`config.mk`:
```
export PLATFORM = sky130hd
export DESIGN_NAME = sermst_top
export DESIGN_NICKNAME = d
export VERILOG_FILES = /design/src/rtl/sermst_pkg.sv /design/src/rtl/sermst_fifo.sv /design/src/rtl/sermst_divider.sv /design/src/rtl/sermst_shifter.sv /design/src/rtl/sermst_top.sv
export SDC_FILE = /design/constraint.sdc
export NUM_CORES = 1
export LEC_CHECK = 0
export BUFFER_PORTS_ARGS = -buffer_cell sky130_fd_sc_hd__buf_2
export CORE_ASPECT_RATIO = 0.5
export CORE_MARGIN = 8
export CORE_UTILIZATION = 45
export DETAILED_ROUTE_END_ITERATION = 16
export GPL_TIMING_DRIVEN = 1
export SLEW_MARGIN = 20
export SYNTH_ARGS = -nofsm -noshare
export SYNTH_HDL_FRONTEND = slang
export SYNTH_SLANG_ARGS = --single-unit
export TNS_END_PERCENT = 10
```
`constraint.sdc`:
```
create_clock -name clk -period 13.5 [get_ports clk]
set_input_delay 0.675 -clock clk [delete_from_list [all_inputs] [get_ports clk]]
set_output_delay 0.675 -clock clk [all_outputs]
set_load 0.01 [all_outputs]
```
`src/rtl/sermst_pkg.sv`:
```
package sermst_pkg;
  localparam int DW    = 16;            // widest word
  localparam int SZW   = 4;             // word-length field width
  localparam int SCRW  = 8;             // divisor field width
  localparam int CFG_W = 1 + SCRW + 1 + 1 + 2 + SZW;

  typedef enum logic [1:0] {
    FMT_CS    = 2'b00,
    FMT_SYNC  = 2'b01,
    FMT_CMDRS = 2'b10,
    FMT_RSVD  = 2'b11
  } fmt_e;

  typedef struct packed {
    logic            cmd16;    // [16]
    logic [SCRW-1:0] div;      // [15:8]
    logic            en;       // [7]
    logic            ext_sel;  // [6]
    fmt_e            fmt;      // [5:4]
    logic [SZW-1:0]  len_m1;   // [3:0]
  } cfg_t;
endpackage

```
`src/rtl/sermst_fifo.sv`:
```
module sermst_fifo #(
  parameter int W     = 16,
  parameter int DEPTH = 16
) (
  input  logic         clk,
  input  logic         rst_n,
  input  logic         flush,
  input  logic         push,
  input  logic [W-1:0] din,
  input  logic         pop,
  output logic [W-1:0] dout,
  output logic         not_full,
  output logic         not_empty
);
  localparam int AW = (DEPTH > 1) ? $clog2(DEPTH) : 1;
  localparam int CW = $clog2(DEPTH + 1);

  logic [W-1:0]  mem_q [DEPTH];
  logic [AW-1:0] wp_q, wp_d, rp_q, rp_d;
  logic [CW-1:0] cnt_q, cnt_d;
  logic          do_push, do_pop;

  function automatic logic [AW-1:0] bump(input logic [AW-1:0] p);
    return (p == AW'(DEPTH - 1)) ? '0 : p + AW'(1);
  endfunction

  assign not_full  = (cnt_q != CW'(DEPTH));
  assign not_empty = (cnt_q != '0);
  assign do_push   = push & not_full & ~flush;
  assign do_pop    = pop & not_empty & ~flush;
  assign dout      = mem_q[rp_q];

  always_comb begin
    wp_d  = wp_q;
    rp_d  = rp_q;
    cnt_d = cnt_q;
    if (flush) begin
      wp_d  = '0;
      rp_d  = '0;
      cnt_d = '0;
    end else begin
      if (do_push) wp_d = bump(wp_q);
      if (do_pop)  rp_d = bump(rp_q);
      if (do_push && !do_pop)      cnt_d = cnt_q + CW'(1);
      else if (do_pop && !do_push) cnt_d = cnt_q - CW'(1);
    end
  end

  always_ff @(posedge clk or negedge rst_n) begin
    if (!rst_n) begin
      wp_q  <= '0;
      rp_q  <= '0;
      cnt_q <= '0;
    end else begin
      wp_q  <= wp_d;
      rp_q  <= rp_d;
      cnt_q <= cnt_d;
    end
  end

  always_ff @(posedge clk) begin
    if (do_push) mem_q[wp_q] <= din;
  end

  assert_count_bound_R11: assert property (@(posedge clk) disable iff (!rst_n)
    cnt_q <= CW'(DEPTH));
  assert_flush_empties_R10: assert property (@(posedge clk) disable iff (!rst_n)
    flush |=> (cnt_q == '0));
endmodule

```
`src/rtl/sermst_divider.sv`:
```
module sermst_divider #(
  parameter int RW = 8
) (
  input  logic          clk,
  input  logic          rst_n,
  input  logic          run,
  input  logic          use_ext,
  input  logic          int_tick,
  input  logic          ext_clk,
  input  logic [RW-1:0] div,
  output logic          half_tick
);
  logic [1:0]    sync_q;
  logic          prev_q;
  logic [RW-1:0] cnt_q, cnt_d;
  logic          ref_tick;

  assign ref_tick = use_ext ? (sync_q[1] & ~prev_q) : int_tick;

  always_comb begin
    cnt_d     = cnt_q;
    half_tick = 1'b0;
    if (!run) begin
      cnt_d = '0;                       // divider held while no frame runs
    end else if (ref_tick) begin
      if (cnt_q == div) begin
        cnt_d     = '0;
        half_tick = 1'b1;
      end else begin
        cnt_d = cnt_q + RW'(1);
      end
    end
  end

  always_ff @(posedge clk or negedge rst_n) begin
    if (!rst_n) begin
      sync_q <= '0;
      prev_q <= 1'b0;
      cnt_q  <= '0;
    end else begin
      sync_q <= {sync_q[0], ext_clk};
      prev_q <= sync_q[1];
      cnt_q  <= cnt_d;
    end
  end

  assert_ext_edge_only_R8: assert property (@(posedge clk) disable iff (!rst_n)
    (run && use_ext && half_tick) |-> (sync_q[1] && !prev_q));
endmodule

```
`src/rtl/sermst_shifter.sv`:
```
module sermst_shifter
  import sermst_pkg::*;
(
  input  logic           clk,
  input  logic           rst_n,
  input  logic           en,
  input  fmt_e           fmt,
  input  logic [SZW-1:0] len_m1,
  input  logic           cmd16,
  input  logic           half_tick,
  input  logic           tx_avail,
  input  logic [DW-1:0]  tx_word,
  input  logic           miso,
  output logic           tx_pop,
  output logic           rx_push,
  output logic [DW-1:0]  rx_word,
  output logic           active,
  output logic           sclk,
  output logic           frame,
  output logic           mosi
);
  localparam int BW = $clog2(2 * DW + 1);

  logic          act_q, act_d, ph_q, ph_d;
  logic [BW-1:0] bit_q, bit_d;
  logic [DW-1:0] txs_q, txs_d, rxs_q, rxs_d;
  logic [BW-1:0] nlen, clen, total, lsh;
  logic          tx_bit, rx_bit;

  // Per-protocol frame layout: length and which bit slots drive/sample.
  always_comb begin
    nlen = BW'(len_m1) + BW'(1);
    clen = cmd16 ? BW'(16) : BW'(8);
    unique case (fmt)
      FMT_SYNC: begin
        total  = nlen + BW'(1);
        tx_bit = (bit_q != '0);
        rx_bit = (bit_q != '0);
        lsh    = BW'(DW) - nlen;
      end
      FMT_CMDRS: begin
        total  = clen + nlen;
        tx_bit = (bit_q < clen);
        rx_bit = (bit_q >= clen);
        lsh    = BW'(DW) - clen;
      end
      default: begin
        total  = nlen;
        tx_bit = 1'b1;
        rx_bit = 1'b1;
        lsh    = BW'(DW) - nlen;
      end
    endcase
  end

  always_comb begin
    act_d   = act_q;
    ph_d    = ph_q;
    bit_d   = bit_q;
    txs_d   = txs_q;
    rxs_d   = rxs_q;
    tx_pop  = 1'b0;
    rx_push = 1'b0;
    if (!en) begin
      act_d = 1'b0;
      ph_d  = 1'b0;
    end else if (!act_q) begin
      if (tx_avail) begin
        tx_pop = 1'b1;
        act_d  = 1'b1;
        ph_d   = 1'b0;
        bit_d  = '0;
        txs_d  = tx_word << lsh;
        rxs_d  = '0;
      end
    end else if (half_tick) begin
      if (!ph_q) begin
        ph_d = 1'b1;                                  // rising edge: sample
        if (rx_bit) rxs_d = {rxs_q[DW-2:0], miso};
      end else begin
        ph_d = 1'b0;                                  // falling edge: advance
        if (tx_bit) txs_d = {txs_q[DW-2:0], 1'b0};
        if (bit_q == total - BW'(1)) begin
          act_d   = 1'b0;
          rx_push = 1'b1;
        end else begin
          bit_d = bit_q + BW'(1);
        end
      end
    end
  end

  always_ff @(posedge clk or negedge rst_n) begin
    if (!rst_n) begin
      act_q <= 1'b0;
      ph_q  <= 1'b0;
      bit_q <= '0;
      txs_q <= '0;
      rxs_q <= '0;
    end else begin
      act_q <= act_d;
      ph_q  <= ph_d;
      bit_q <= bit_d;
      txs_q <= txs_d;
      rxs_q <= rxs_d;
    end
  end

  assign active  = act_q;
  assign rx_word = rxs_q;
  assign sclk    = act_q & ph_q;
  assign mosi    = act_q & tx_bit & txs_q[DW-1];
  assign frame   = (fmt == FMT_SYNC) ? (act_q && bit_q == '0) : ~act_q;

  assert_abort_R10: assert property (@(posedge clk) disable iff (!rst_n)
    !en |=> (!act_q && !sclk));
  assert_edge_paced_R7: assert property (@(posedge clk) disable iff (!rst_n)
    $rose(sclk) |-> $past(half_tick));
  assert_word_closes_R12: assert property (@(posedge clk) disable iff (!rst_n)
    rx_push |=> !act_q);
endmodule

```
`src/rtl/sermst_top.sv`:
```
module sermst_top
  import sermst_pkg::*;
#(
  parameter int DEPTH = 16
) (
  input  logic             clk,
  input  logic             rst_n,
  input  logic             cfg_we,
  input  logic [CFG_W-1:0] cfg_wdata,
  output logic [CFG_W-1:0] cfg_rdata,
  input  logic             int_ref_tick,
  input  logic             ext_clk,
  input  logic             tx_push,
  input  logic [DW-1:0]    tx_data,
  output logic             tx_not_full,
  input  logic             rx_pop,
  output logic [DW-1:0]    rx_data,
  output logic             rx_not_empty,
  output logic             busy,
  output logic             sclk,
  output logic             frame,
  output logic             mosi,
  input  logic             miso
);
  cfg_t          cfg_q, cfg_d;
  logic          tx_avail, tx_pop, rx_push, half_tick, active;
  logic [DW-1:0] tx_head, rx_word;

  always_comb begin
    cfg_d = cfg_q;
    if (cfg_we) begin
      cfg_d = cfg_t'(cfg_wdata);
      if (cfg_q.en && cfg_d.en) cfg_d.ext_sel = cfg_q.ext_sel;  // no source swap while running
    end
  end

  always_ff @(posedge clk or negedge rst_n) begin
    if (!rst_n) cfg_q <= '0;
    else        cfg_q <= cfg_d;
  end

  assign cfg_rdata = cfg_q;
  assign busy      = active;

  sermst_fifo #(.W(DW), .DEPTH(DEPTH)) u_txq (
    .clk(clk), .rst_n(rst_n), .flush(~cfg_q.en),
    .push(tx_push & cfg_q.en), .din(tx_data),
    .pop(tx_pop), .dout(tx_head),
    .not_full(tx_not_full), .not_empty(tx_avail)
  );

  sermst_fifo #(.W(DW), .DEPTH(DEPTH)) u_rxq (
    .clk(clk), .rst_n(rst_n), .flush(~cfg_q.en),
    .push(rx_push), .din(rx_word),
    .pop(rx_pop), .dout(rx_data),
    .not_full(), .not_empty(rx_not_empty)
  );

  sermst_divider #(.RW(SCRW)) u_div (
    .clk(clk), .rst_n(rst_n), .run(active & cfg_q.en),
    .use_ext(cfg_q.ext_sel), .int_tick(int_ref_tick), .ext_clk(ext_clk),
    .div(cfg_q.div), .half_tick(half_tick)
  );

  sermst_shifter u_shf (
    .clk(clk), .rst_n(rst_n), .en(cfg_q.en), .fmt(cfg_q.fmt),
    .len_m1(cfg_q.len_m1), .cmd16(cfg_q.cmd16), .half_tick(half_tick),
    .tx_avail(tx_avail), .tx_word(tx_head), .miso(miso),
    .tx_pop(tx_pop), .rx_push(rx_push), .rx_word(rx_word), .active(active),
    .sclk(sclk), .frame(frame), .mosi(mosi)
  );

  assert_source_hold_R9: assert property (@(posedge clk) disable iff (!rst_n)
    (cfg_q.en && $past(cfg_q.en)) |-> $stable(cfg_q.ext_sel));
endmodule

```
After elaboration in Yosys (flattened, before gate mapping)
Memory sizes are Yosys's and may differ from the RTL's. Index checks and enable logic that the tools add are counted.

Reductions and logical operators: 20. Bitwise gates (word level): 17. Mux-type cells: 68. Equality and inequality tests: 25. $lt $le $gt $ge: 2. Add/subtract/negate cells: 16. Shifts and indexed selects: 1.

Operators with widths (number): 16-bit two-way mux (10); 4-bit two-way mux (12); 6-bit two-way mux (6); 5-bit two-way mux (7); 1-bit two-way mux (27); 8-bit two-way mux (3); 4-bit by 1-bit adder with 4-bit output (second input constant) (4); 4-bit == test (second input constant) (4); 16-bit by 6-bit left shift with 16-bit output (1); 5-bit AND reduction (3); 1-bit AND (14); 2-bit inequality test (second input constant) (7); 6-bit by 1-bit adder with 6-bit output (second input constant) (2); 6-bit case mux with 2 select lines (1); 5-bit by 6-bit subtractor with 6-bit output (first input constant) (2); 5-bit by 1-bit adder with 5-bit output (second input constant) (2); 5-bit inequality test (second input constant) (2); 5-bit nonzero test (2); 5-bit by 1-bit subtractor with 5-bit output (second input constant) (2); 3-bit by 1-bit inequality test with 1-bit output (second input constant) (3); 8-bit by 1-bit adder with 8-bit output (second input constant) (1); 8-bit == test (1); 2-bit by 1-bit inequality test with 1-bit output (second input constant) (4); 6-bit adder (1); other kinds (16) (28).

Input bits: 41. Memory bits (writable): 512. Register bits after elaboration: 94. Memories kept: 2. Word-level logic and storage cells: 171. Output and inout bits: 39.

Memory list: u_rxq.mem_q (depth 16, bits a word 16, read ports 1, clocked after memory_dff 0, wr ports 1, line sermst_fifo.sv:18) `logic [W-1:0] mem_q [DEPTH];`; u_txq.mem_q (depth 16, bits a word 16, read ports 1, clocked after memory_dff 0, wr ports 1, line sermst_fifo.sv:18).

Logic depth before layout (Yosys ltp)
Gate-level depths: netlist of the first run.

Depth after elaboration: 17. Mapped depth: 22. Gate-level depth less buffers: 22.

Hierarchy
From an unflattened synthesis of the first run, not the netlist that was laid out.

Cells, all modules: 1639. Area total of the unflattened synthesis: 26087.5 µm².

By module, submodules not included: sermst_fifo at u_txq (area each 10802.9 µm², times used 1, sequential area each 8012.7 µm², cells each 583); sermst_fifo at u_rxq (area each 10779.1 µm², times used 1, sequential area each 8012.7 µm², cells each 588); sermst_shifter (area each 3174.3 µm², times used 1, sequential area each 1001.0 µm², cells each 368); sermst_top (area each 714.4 µm², times used 1, sequential area each 425.4 µm², cells each 41); sermst_divider (area each 616.8 µm², times used 1, sequential area each 275.3 µm², cells each 59).

Least setup slack after synthesis of the first run
Ideal clock, no wire load.

Path kind: register -> register. Start point: reg cfg_q (netlist bit cfg_rdata[4]). End point: reg u_rxq.cnt_q[4]. Arrival time: 4.460 ns. Buffers on the path: 1. Library setup time: 0.127 ns. Required time: 13.373 ns. Path slack: 8.913 ns. Period minus slack after synthesis: 4.587 ns. Cell stages (with the launch flop): 22. Cell sequence: dfrtp_1 -> inv_1 -> ha_1 -> inv_1 -> ha_1 -> buf_4 -> nand2_1 -> or4b_4 -> and3_4 -> or3_4 -> a2111oi_4 -> o2111ai_4 -> inv_1 -> nand2_1 -> fa_1 -> a21o_1 -> a21oi_1 -> nand2_1 -> xnor2_1 -> mux2_2 -> nand2_1 -> o21ai_0.

Cells in the longest elaborated chain, start to end: 14. Elaborated cells on any way between the ends: 18. Classes of those cells: add/sub: 1; eq/ne: 4; mux: 8; bitwise: 2; reduce/logical: 3.

RTL lines: from (decl) (line sermst_top.sv:25) `cfg_t cfg_q, cfg_d;`; from (signal assigned) (line sermst_top.sv:39) `else cfg_q <= cfg_d;`; 2-bit == test / 2-bit by 1-bit == test with 1-bit output (equally long branches) (line sermst_shifter.sv:34) `unique case (fmt)`; 6-bit case mux with 2 select lines * (line sermst_shifter.sv:34); 6-bit by 1-bit subtractor with 6-bit output * (line sermst_shifter.sv:83) `if (bit_q == total - BW'(1)) begin`; 6-bit == test * (line sermst_shifter.sv:83); 1-bit two-way mux * (line sermst_shifter.sv:83); 1-bit two-way mux * (line sermst_shifter.sv:77) `if (!ph_q) begin`; 1-bit two-way mux * (line sermst_shifter.sv:76) `end else if (half_tick) begin`; 1-bit two-way mux * (line sermst_shifter.sv:67) `end else if (!act_q) begin`; 1-bit two-way mux * (line sermst_shifter.sv:64) `if (!en) begin`; 1-bit AND * (2 in series) (line sermst_fifo.sv:29) `assign do_push = push & not_full & ~flush;`; 1-bit zero test / 1-bit logical AND (equally long branches) (line sermst_fifo.sv:45, sermst_fifo.sv:44); 1-bit logical AND / 5-bit two-way mux (equally long branches) (line sermst_fifo.sv:45, sermst_fifo.sv:44); 3-bit by 1-bit inequality test with 1-bit output (no source line) / 5-bit two-way mux (equally long branches); to (signal assigned) (line sermst_fifo.sv:57) `cnt_q <= cnt_d;`; to (decl) (line sermst_fifo.sv:20) `logic [CW-1:0] cnt_q, cnt_d;`.

Mark *: on every way between the ends. The rest lies on a longest branch, timed or not. A chain may end at the register's enable or synchronous reset.

Worst setup path in the final report of the first run
Ends and elaborated chain as after synthesis.

==> results of run 1 <==
[how the worst max path moves through the flow]
| stage | end | slack, ns | cells after the start |
|---|---|---|---|
| floorplan | u_rxq.cnt_q[4]$_DFFE_PN0P_ | 8.91 | 21 |
| global placement | u_rxq.cnt_q[4]$_DFFE_PN0P_ | 7.91 | 21 |
| detailed placement | u_rxq.cnt_q[4]$_DFFE_PN0P_ | 7.76 | 21 |
| CTS | u_rxq.cnt_q[4]$_DFFE_PN0P_ | 7.71 | 21 |
| global route | u_rxq.cnt_q[4]$_DFFE_PN0P_ | 7.28 | 21 |
| finish | u_rxq.cnt_q[4]$_DFFE_PN0P_ | 7.74 | 21 |
[layout by cell type, fill, tap and decap left out, drive strengths merged, types with 7 or more instances in the layout]
| cell | instances |
|---|---|
| a21oi | 58 |
| a221oi | 19 |
| a22o | 7 |
| a22oi | 26 |
| and2 | 43 |
| and3 | 13 |
| buf | 101 |
| clkbuf | 75 |
| clkinv | 18 |
| dfrtp | 94 |
| edfxtp | 512 |
| ha | 31 |
| inv | 35 |
| mux2 | 34 |
| mux2i | 87 |
| mux4 | 96 |
| nand2 | 143 |
| nand3 | 30 |
| nor2 | 62 |
| nor2b | 11 |
| nor3 | 14 |
| nor3b | 8 |
| nor4 | 9 |
| o21ai | 101 |
| or3 | 8 |
| xnor2 | 22 |
| xor2 | 9 |
[area by class of cell]
type | count | area (µm²) | area share [%]
sequential | 606 | 17700 | 61.5
multi-input combinational | 918 | 7720 | 26.8
clock buffer | 75 | 1490 | 5.17
tap | 768 | 961 | 3.33
timing repair buffer | 101 | 576 | 2.00
clock inverter | 24 | 223 | 0.773
inverter | 33 | 124 | 0.430
[layer usage]
layer  GRT usage, %  vias up  routed length, µm
met4           3.62        4                912
li1               -     6531                  -
met2           28.4      256              27100
met3           3.25       60               2540
met5              0        -                 26
met1           23.6     7321              25800
[critical path, stage by stage (launching register included)]
cell,delay [ns]
dfrtp_1,0.37
inv_1,0.06
ha_1,0.30
inv_1,0.18
ha_1,0.62
ha_1,0.32
nor2b_1,0.23
xor2_1,0.25
nand3_1,0.21
or3_4,0.43
a2111oi_4,0.42
o2111ai_4,0.34
inv_1,0.20
nand2_1,0.18
fa_1,0.45
a21o_1,0.19
a21oi_1,0.22
nand2_1,0.10
xnor2_1,0.14
mux2_2,0.26
nand2_1,0.06
o21ai_0,0.08
[flip-flops by register name, indices dropped and copies added (netlist names), 5 cells and up]
name and flops:
cfg_rdata 17, u_div.cnt_q 8, u_rxq.cnt_q 5, u_rxq.mem_q 256, u_shf.bit_q 6, u_shf.rx_word 16, u_shf.txs_q 16, u_txq.cnt_q 5
u_txq.mem_q 256
[synth_stat cells (5+ instances only)]
cell type,number,share of area (%)
mux2_2,34,1.5
nand3_1,30,0.58
a22o_1,7,0.24
o211ai_1,6,0.17
ha_1,31,1.5
buf_2,10,0.19
nor4_1,8,0.19
inv_1,32,0.46
buf_1,9,0.13
nand2_1,142,2.1
and3_1,10,0.24
edfxtp_1,512,59
and2_1,41,0.99
a21oi_1,57,1.1
or3_1,6,0.14
nor3b_1,6,0.17
dfrtp_1,94,9.1
nor2_1,62,0.90
nor3_1,13,0.25
xor2_1,9,0.30
mux2i_1,87,3.4
o31ai_1,5,0.14
o32a_1,5,0.19
a22oi_1,26,0.75
nor2b_1,11,0.27
o221ai_1,6,0.20
o21ai_0,100,1.9
mux4_2,96,8.3
xnor2_1,20,0.68
nand2b_1,6,0.14
a221oi_1,19,0.64
clkbuf_1,57,0.83
[where the power goes]
part | internal, mW | switching, mW
Combinational | 0.342 | 0.423
Clock | 0.848 | 0.671
Sequential | 2.08 | 0.101
[logic make-up after synthesis]
group | Yosys count | share of synthesized area (%)
compound gates | 274 | 6.88
xor+xnor | 32 | 1.19
flops | 606 | 68.4
buf+inv | 115 | 1.83
fa+ha+maj | 33 | 1.65
mux | 217 | 13.2
simple gates | 362 | 6.84
[per-stage QoR]
step	total power [mW]	hold slack (ns)	instance area (µm²)	std cells	utilization (%)
after floorplan	2.78	0.331	25900	1639	-
after global placement	2.99	0.335	27100	2423	47.4
after detailed placement	2.99	0.341	27100	2425	47.4
after CTS	4.51	0.00611	28800	2524	50.4
after global routing	4.67	0.0210	28800	2525	50.4
final	4.47	0.0175	28800	2525	50.4
==> impl_metrics.csv, run 1 <==
group,metric,value,unit
outcome,status,"complete, no violations",
layout,n_fill_cell,4726,
grt,grt_pass1_wl,87.5,mm
floorplanning,die_area,66000,µm²
setup_path,worst_setup_path_end_kind,"flop",
setup_path,ff2ff_setup_slack,7.74,ns
setup_path,critical_path.max_fanout,18,
placement,post-place-ws,7.76,ns
timing,fin_crit_sh,42.7,%
grt,grt_overflow_total,0,
yosys,synth_edf_count,512,
min_path,hold_path_class,"in -> async",
drt,drc,0,
drt,vias,14200,
floorplanning,coreArea,57200,µm²
yosys,yosys_warnings,0,
grt,grt_pass1_vias,14300,
placement,gp_congestion,0.831,
layout,area_growth,11.3,%
yosys,synth-main-ff-cell,"edfxtp_1",
clock_tree,cts.path.max_buffers,3,
floorplanning,io_pins,80,
yosys,avgSynthCellArea,15.8,µm²
setup_path,crit_type,"reg -> reg",
setup_path,arrival,6.22,ns
clock_tree,cts_tree,"done",
timing,max_freq,174,MHz
timing,setup_viol,0,
grt,antenna_found_initial,2,
floorplanning,initial_core_util,45.3,%
drt,ant_nets,0,
clock_tree,clock_sinks,606,
setup_path,reg2reg_to,"u_rxq.cnt_q[4]$_DFFE_PN0P_",
timing,slew_headroom,30.6,%
setup_path,timing.rr.start,"cfg_rdata[4]$_DFFE_PN0P_",
setup_path,cp.required,13.96,ns
clock_tree,postCtsHoldBufs,0,
setup_path,critPathLaunch,"cfg_rdata[4]$_DFFE_PN0P_",
floorplanning,die_h,186,µm
setup_path,worst_r2r_path_depth,21,
yosys,seq_area_frac_synth,68.4,%
drt,vias_per_cell,5.61,
grt,grt_usage,17.1,%
timing,slew_viol_final,0,
yosys,synthCells,1639,
clock_tree,root_buffer,"clkbuf_16",
yosys,syn_nets,1713,
timing,setup_tns,0,ns
setup_path,start_kind,"flop",
clock_tree,clock_latency,0.61,ns
pwr,p_leak,9.64,nW
clock_tree,path_clk_slew,0.07,ns
timing,rsz0062_at_grt,"false",
drt,wire_per_inst,22.4,µm
yosys,ys_seq_elements,606,
drt,routed_wl,56.4,mm
layout,final_nets,1787,
timing,finalCriticalPeriod,5.76,ns
floorplanning,num_rows,62,
yosys,ys_async_sr_fraction,15.5,%
timing,skew,0.0267,ns
clock_tree,postCtsSetupRepairBufs,0,
yosys,ys_types,82,
layout,antenna_cells,0,
pwr,power.density,155,nW/µm²
pwr,peakVddDrop,0.000111,V
clock_tree,cts_made_buffers,53,
placement,hpwl,34.6,mm
floorplanning,die_w,355,µm
timing,worst_pin_slew,1.01,ns
yosys,synth_area,25900,µm²
layout,drive_gt1_share,19.9,%
job,maxCapViolCount,0,
timing,hold_violations,0,
drt,dr.pass1.iters,5,
grt,grt_max_degree,65,
clock_tree,post_cts_resized,0,
drt,drt_iter0_markers,1126,
clock_tree,htreeDepth,2,
timing,fin_ws,7.74,ns
placement,port_buffers,79,
No activity file was read; power rests on OpenSTA's default activity.
==> inputs of run 2 (changes only) <==
- clock period: 13.5 -> 5.1 ns (I/O delays scaled with it)
==> run 2 against run 1 <==
  * Count of clock-buffer cells in the layout fell by 7
  * Combinational power rose to 2.8 times the previous value
  * Non-clock buffer count rose by 53
  * Highest routed layer unchanged
==> impl_metrics.csv, run 2 (synthesis gave the netlist of run 1 again) <==
group,metric,value,unit
timing,finalCriticalPeriod,4.75,ns
timing,worst_pin_slew,1.10,ns
setup_path,worst_setup_path_end_kind,"flop",
setup_path,worst-path-buf-inv,3,
job,maxCapViolCount,0,
drt,wire_per_inst,22.3,µm
pwr,power.density,410,nW/µm²
placement,post-place-ws,0.284,ns
pwr,peakVddDrop,0.000252,V
pwr,p_leak,9.92,nW
placement,hpwl,34.1,mm
layout,final_nets,1840,
setup_path,start_kind,"flop",
grt,grt_max_degree,60,
setup_path,critPathMaxStageDelay,0.48,ns
setup_path,cp_top_family,"simple AND/OR/NAND/NOR gates",
layout,fin_util,51.5,%
setup_path,slowest_stage,"or4b_4",
timing,fin_ws,0.346,ns
setup_path,crit_type,"reg -> reg",
pwr,power,12.1,mW
setup_path,worst_path_most_repeated_cell,"nand2_1",
timing,hold_violations,0,
clock_tree,htreeDepth,2,
drt,ant_nets,0,
clock_tree,clock_sinks,606,
timing,skew,0.0229,ns
setup_path,arrival,5.22,ns
setup_path,endpoint,"u_rxq.cnt_q[4]$_DFFE_PN0P_",
outcome,status,"complete, no violations",
floorplanning,initial_core_util,45.3,%
timing,slew_headroom,26.9,%
placement,placed_cell_area,27300,µm²
setup_path,worst-path-stages,20,
drt,drc,0,
grt,grt_pass1_vias,14600,
layout,final_common_cell,"edfxtp_1",
setup_path,worst_r2r_path_depth,20,
clock_tree,cts_tree,"done",
floorplanning,io_pins,80,
floorplanning,die_area,66000,µm²
timing,slew_viol_final,0,
grt,grt_overflow_total,0,
timing,setup_viol,0,
drt,routed_wl,57.4,mm
min_path,hold_path_class,"in -> reg",
timing,max_freq,210,MHz
setup_path,critical_path.max_fanout,5,
clock_tree,clock_latency,0.60,ns
setup_path,cp_cell_sequence,"inv_1 -> ha_1 -> inv_2 -> nor2_1 -> ha_1 -> or4b_4 -> and3_4 -> or3_4 -> a2111oi_4 -> o2111ai_4 -> inv_1 -> nand2_1 -> fa_1 -> a21o_1 -> a21oi_2 -> nand2_1 -> xnor2_1 -> mux2_2 -> nand2_1 -> o21ai_0",
layout,final_cell_mix,"edfxtp_1 (512), nand2_1 (142), o21ai_0 (100)",
grt,grt_pass1_wl,88.7,mm
floorplanning,die_h,186,µm
drt,vias_per_cell,5.55,
drt,vias,14300,
layout,area_growth,13.5,%
clock_tree,path_clk_slew,0.07,ns
clock_tree,cts_made_buffers,53,
setup_path,cp.required,5.57,ns
floorplanning,num_rows,62,
clock_tree,cts.path.max_buffers,3,
placement,gp_congestion,0.854,
setup_path,reg2reg_to,"u_rxq.cnt_q[4]$_DFFE_PN0P_",
setup_path,ff2ff_setup_slack,0.35,ns
layout,final_cell_area,29400,µm²
clock_tree,root_buffer,"clkbuf_16",
drt,dr.pass1.iters,7,
placement,port_buffers,79,
timing,fin_crit_sh,93.2,%
setup_path,timing.rr.start,"cfg_rdata[4]$_DFFE_PN0P_",
drt,drt_iter0_markers,1087,
setup_path,critPathLaunch,"cfg_rdata[4]$_DFFE_PN0P_",
layout,drive_gt1_share,21.0,%
grt,grt_usage,17.3,%
floorplanning,coreArea,57200,µm²
grt,antenna_found_initial,2,
floorplanning,die_w,355,µm
## run 2: routing by layer
layer / GRT usage, % / vias to the layer above / wire [µm]
li1: - / 6628 / -
met1: 23.3 / 7343 / 25700
met2: 29.6 / 268 / 28300
met3: 3.08 / 80 / 2510
met4: 3.78 / 4 / 911
met5: 0 / - / 23
## run 2: worst min path at each step
| stage | startpoint | to | depth (start not counted) |
|---|---|---|---|
| finish | tx_data[4] | u_txq.mem_q[6][4]$_DFFE_PP_ | 1 |
| global route | tx_data[3] | u_txq.mem_q[6][3]$_DFFE_PP_ | 1 |
| CTS | tx_data[2] | u_txq.mem_q[13][2]$_DFFE_PP_ | 1 |
| detailed placement | rst_n | u_txq.cnt_q[1]$_DFFE_PN0P_ | 1 |
| global placement | rst_n | u_txq.cnt_q[1]$_DFFE_PN0P_ | 1 |
| floorplan | rst_n | cfg_rdata[0]$_DFFE_PN0P_ | 0 |
## run 2: power breakdown
| group | switching [mW] | internal, mW | leakage [nW] |
|---|---|---|---|
| combinational | 1.20 | 0.958 | 3.28 |
| sequential | 0.202 | 5.52 | 5.77 |
| clock | 1.79 | 2.38 | 0.866 |
| total | 3.19 | 8.86 | 9.92 |
## run 2: per-stage QoR
stage	TNS, ns	cells	hold slack, ns
final	0	2579	0.0391
after detailed placement	0	2454	0.259
after floorplan	0	1639	-0.0406
after CTS	0	2576	0.000223
after global placement	0	2454	0.251
after global routing	-0.00986	2578	0.0152
## run 2: layout make-up
cell class / count / area (µm²)
timing repair buffer: 154 / 1060
clock buffer: 68 / 1420
antenna: 1 / 2.50
tap: 768 / 961
inverter: 33 / 124
sequential: 606 / 17700
clock inverter: 31 / 370
fill: 4707 / 27800
multi-input combinational: 918 / 7740
## run 2: timing repair
item,4_1_cts,5_1_grt
hold buffers,23,0
gates resized for setup,0,5
buffers inserted,0,1
hold endpoints to repair,81,0
endpoints found under the setup margin,0,1
==> inputs of run 3 (changes only) <==
- CORE_MARGIN: 8 -> 3
- PLACE_DENSITY: default -> 0.71
==> run 3 against run 2 <==
  * Sequential power about the same
  * Die area is 8.0% lower
  * Cell count fell by 1.3%
  * Largest power group unchanged
  * Clock power is 1% lower
  * Sequential share of layout area increased by 0.36 points
  * Worst setup slack improved by 0.0098 ns
  * Utilization grew 0.53 points
  * Register-to-register slack about the same
  * Global-route usage grew 0.83 points
  * Largest cell class unchanged
  * Fmax rose by 0.21%
==> impl_metrics.csv, run 3 (synthesis gave the netlist of run 1 again) <==
group,metric,value,unit
clock_tree,root_buffer,"clkbuf_16",
setup_path,worst_setup_path_end_kind,"flop",
floorplanning,die_area,60700,µm²
clock_tree,postCtsSetupRepairBufs,0,
outcome,status,"complete, no violations",
setup_path,cp_cell_sequence,"inv_1 -> ha_1 -> inv_1 -> nor2_1 -> ha_1 -> or4b_4 -> and3_4 -> or3_4 -> a2111oi_4 -> o2111ai_4 -> inv_1 -> nand2_1 -> fa_2 -> a21o_1 -> a21oi_2 -> nand2_1 -> xnor2_1 -> mux2_2 -> nand2_1 -> o21ai_0",
timing,setup_viol,0,
drt,wire_per_inst,21.6,µm
layout,final_cell_area,29200,µm²
layout,n_fill_cell,4516,
clock_tree,clock_latency,0.60,ns
clock_tree,cts_tree,"done",
grt,grt_pass1_vias,14600,
setup_path,critPathMaxStageDelay,0.49,ns
min_path,hold_path_class,"in -> reg",
drt,vias_per_cell,5.68,
clock_tree,cts_made_buffers,53,
timing,fin_ws,0.356,ns
floorplanning,num_rows,61,
grt,grt_max_degree,57,
floorplanning,coreArea,56300,µm²
timing,hold_violations,0,
grt,antenna_found_initial,1,
timing,max_freq,211,MHz
pwr,peakVddDrop,0.000219,V
drt,dr.pass1.iters,5,
setup_path,critical_path.max_fanout,5,
setup_path,arrival,5.21,ns
floorplanning,initial_core_util,46.1,%
timing,rsz0062_at_grt,"false",
layout,area_growth,12.9,%
layout,final_nets,1821,
setup_path,cp_top_family,"simple AND/OR/NAND/NOR gates",
drt,drt_iter0_markers,1532,
layout,final_common_cell,"edfxtp_1",
timing,setup_tns,0,ns
grt,grt_overflow_total,0,
clock_tree,htreeDepth,2,
timing,worst_pin_slew,1.11,ns
layout,drive_gt1_share,20.5,%
drt,drc,0,
timing,skew,0.0174,ns
floorplanning,die_w,345,µm
setup_path,crit_type,"reg -> reg",
grt,grt_pass1_wl,85.8,mm
layout,final_cell_mix,"edfxtp_1 (512), nand2_1 (142), o21ai_0 (100)",
placement,port_buffers,79,
floorplanning,io_pins,80,
layout,antenna_cells,0,
placement,gp_congestion,0.892,
clock_tree,path_clk_slew,0.07,ns
placement,placed_cell_area,27200,µm²
pwr,power,12.0,mW
timing,fin_crit_sh,93.0,%
timing,slew_viol_final,0,
drt,ant_nets,0,
grt,grt_usage,18.2,%
setup_path,worst-path-buf-inv,3,
pwr,power.density,410,nW/µm²
job,maxCapViolCount,0,
clock_tree,clock_sinks,606,
setup_path,start_kind,"flop",
setup_path,slowest_stage,"or4b_4",
clock_tree,cts.path.max_buffers,3,
pwr,p_leak,9.82,nW
placement,hpwl,33.5,mm
placement,post-place-ws,0.272,ns
timing,slew_headroom,26.1,%
floorplanning,die_h,176,µm
setup_path,cp.required,5.57,ns
layout,fin_util,52.0,%
drt,vias,14500,
timing,finalCriticalPeriod,4.74,ns
drt,routed_wl,55.0,mm
-- run 3: metrics by stage --
stage	hold slack [ns]	cells
finish	0.0325	2546
global route	0.0342	2546
CTS	0.0142	2545
detailed placement	0.336	2427
global placement	0.335	2427
floorplan	-0.0406	1639
-- run 3: power breakdown --
part           switching, mW  total [mW]  internal [mW]
logic                   1.16        2.09          0.936
registers              0.236        5.75           5.52
clock network           1.79        4.14           2.35
total                   3.18        12.0           8.80
-- run 3: cell type report --
class	count	area, µm²	area share, %
Clock buffer	60	1370	4.70
Clock inverter	38	417	1.42
Inverter	33	124	0.424
Multi-Input combinational cell	918	7750	26.5
Sequential cell	606	17700	60.7
Tap cell	756	946	3.23
Timing Repair Buffer	135	901	3.08
-- run 3: routing by layer --
metal	vias to the layer above	global-route usage [%]	part of all wire [%]
met5	-	0	0.036
met4	2	4.38	1.7
met3	71	2.93	5.1
met2	388	30.5	50
met1	7396	25.1	44
li1	6607	-	-
-- run 3: path summary, 6_finish.rpt --
kind | endpoint | startpoint | cells past startpoint | slack [ns]
min in group asynchronous | u_shf.rx_word[7]$_DFFE_PN0P_ | rst_n | 2 | 0.28
max reg2reg | u_rxq.cnt_q[4]$_DFFE_PN0P_ | cfg_rdata[4]$_DFFE_PN0P_ | 20 | 0.36
min reg2reg | u_div.sync_q[1]$_DFF_PN0_ | u_div.sync_q[0]$_DFF_PN0_ | 0 | 0.35
max in group asynchronous | u_txq.rp_q[0]$_DFFE_PN0P_ | rst_n | 3 | 3.75
min | u_txq.mem_q[2][5]$_DFFE_PP_ | tx_data[5] | 1 | 0.03
max | u_rxq.cnt_q[4]$_DFFE_PN0P_ | cfg_rdata[4]$_DFFE_PN0P_ | 20 | 0.36
-- run 3: repair_timing --
item / CTS / global route
gates resized for setup: 0 / 6
hold buffers: 20 / 0
endpoints found under the hold margin: 74 / 0
setup endpoints to repair: 0 / 1
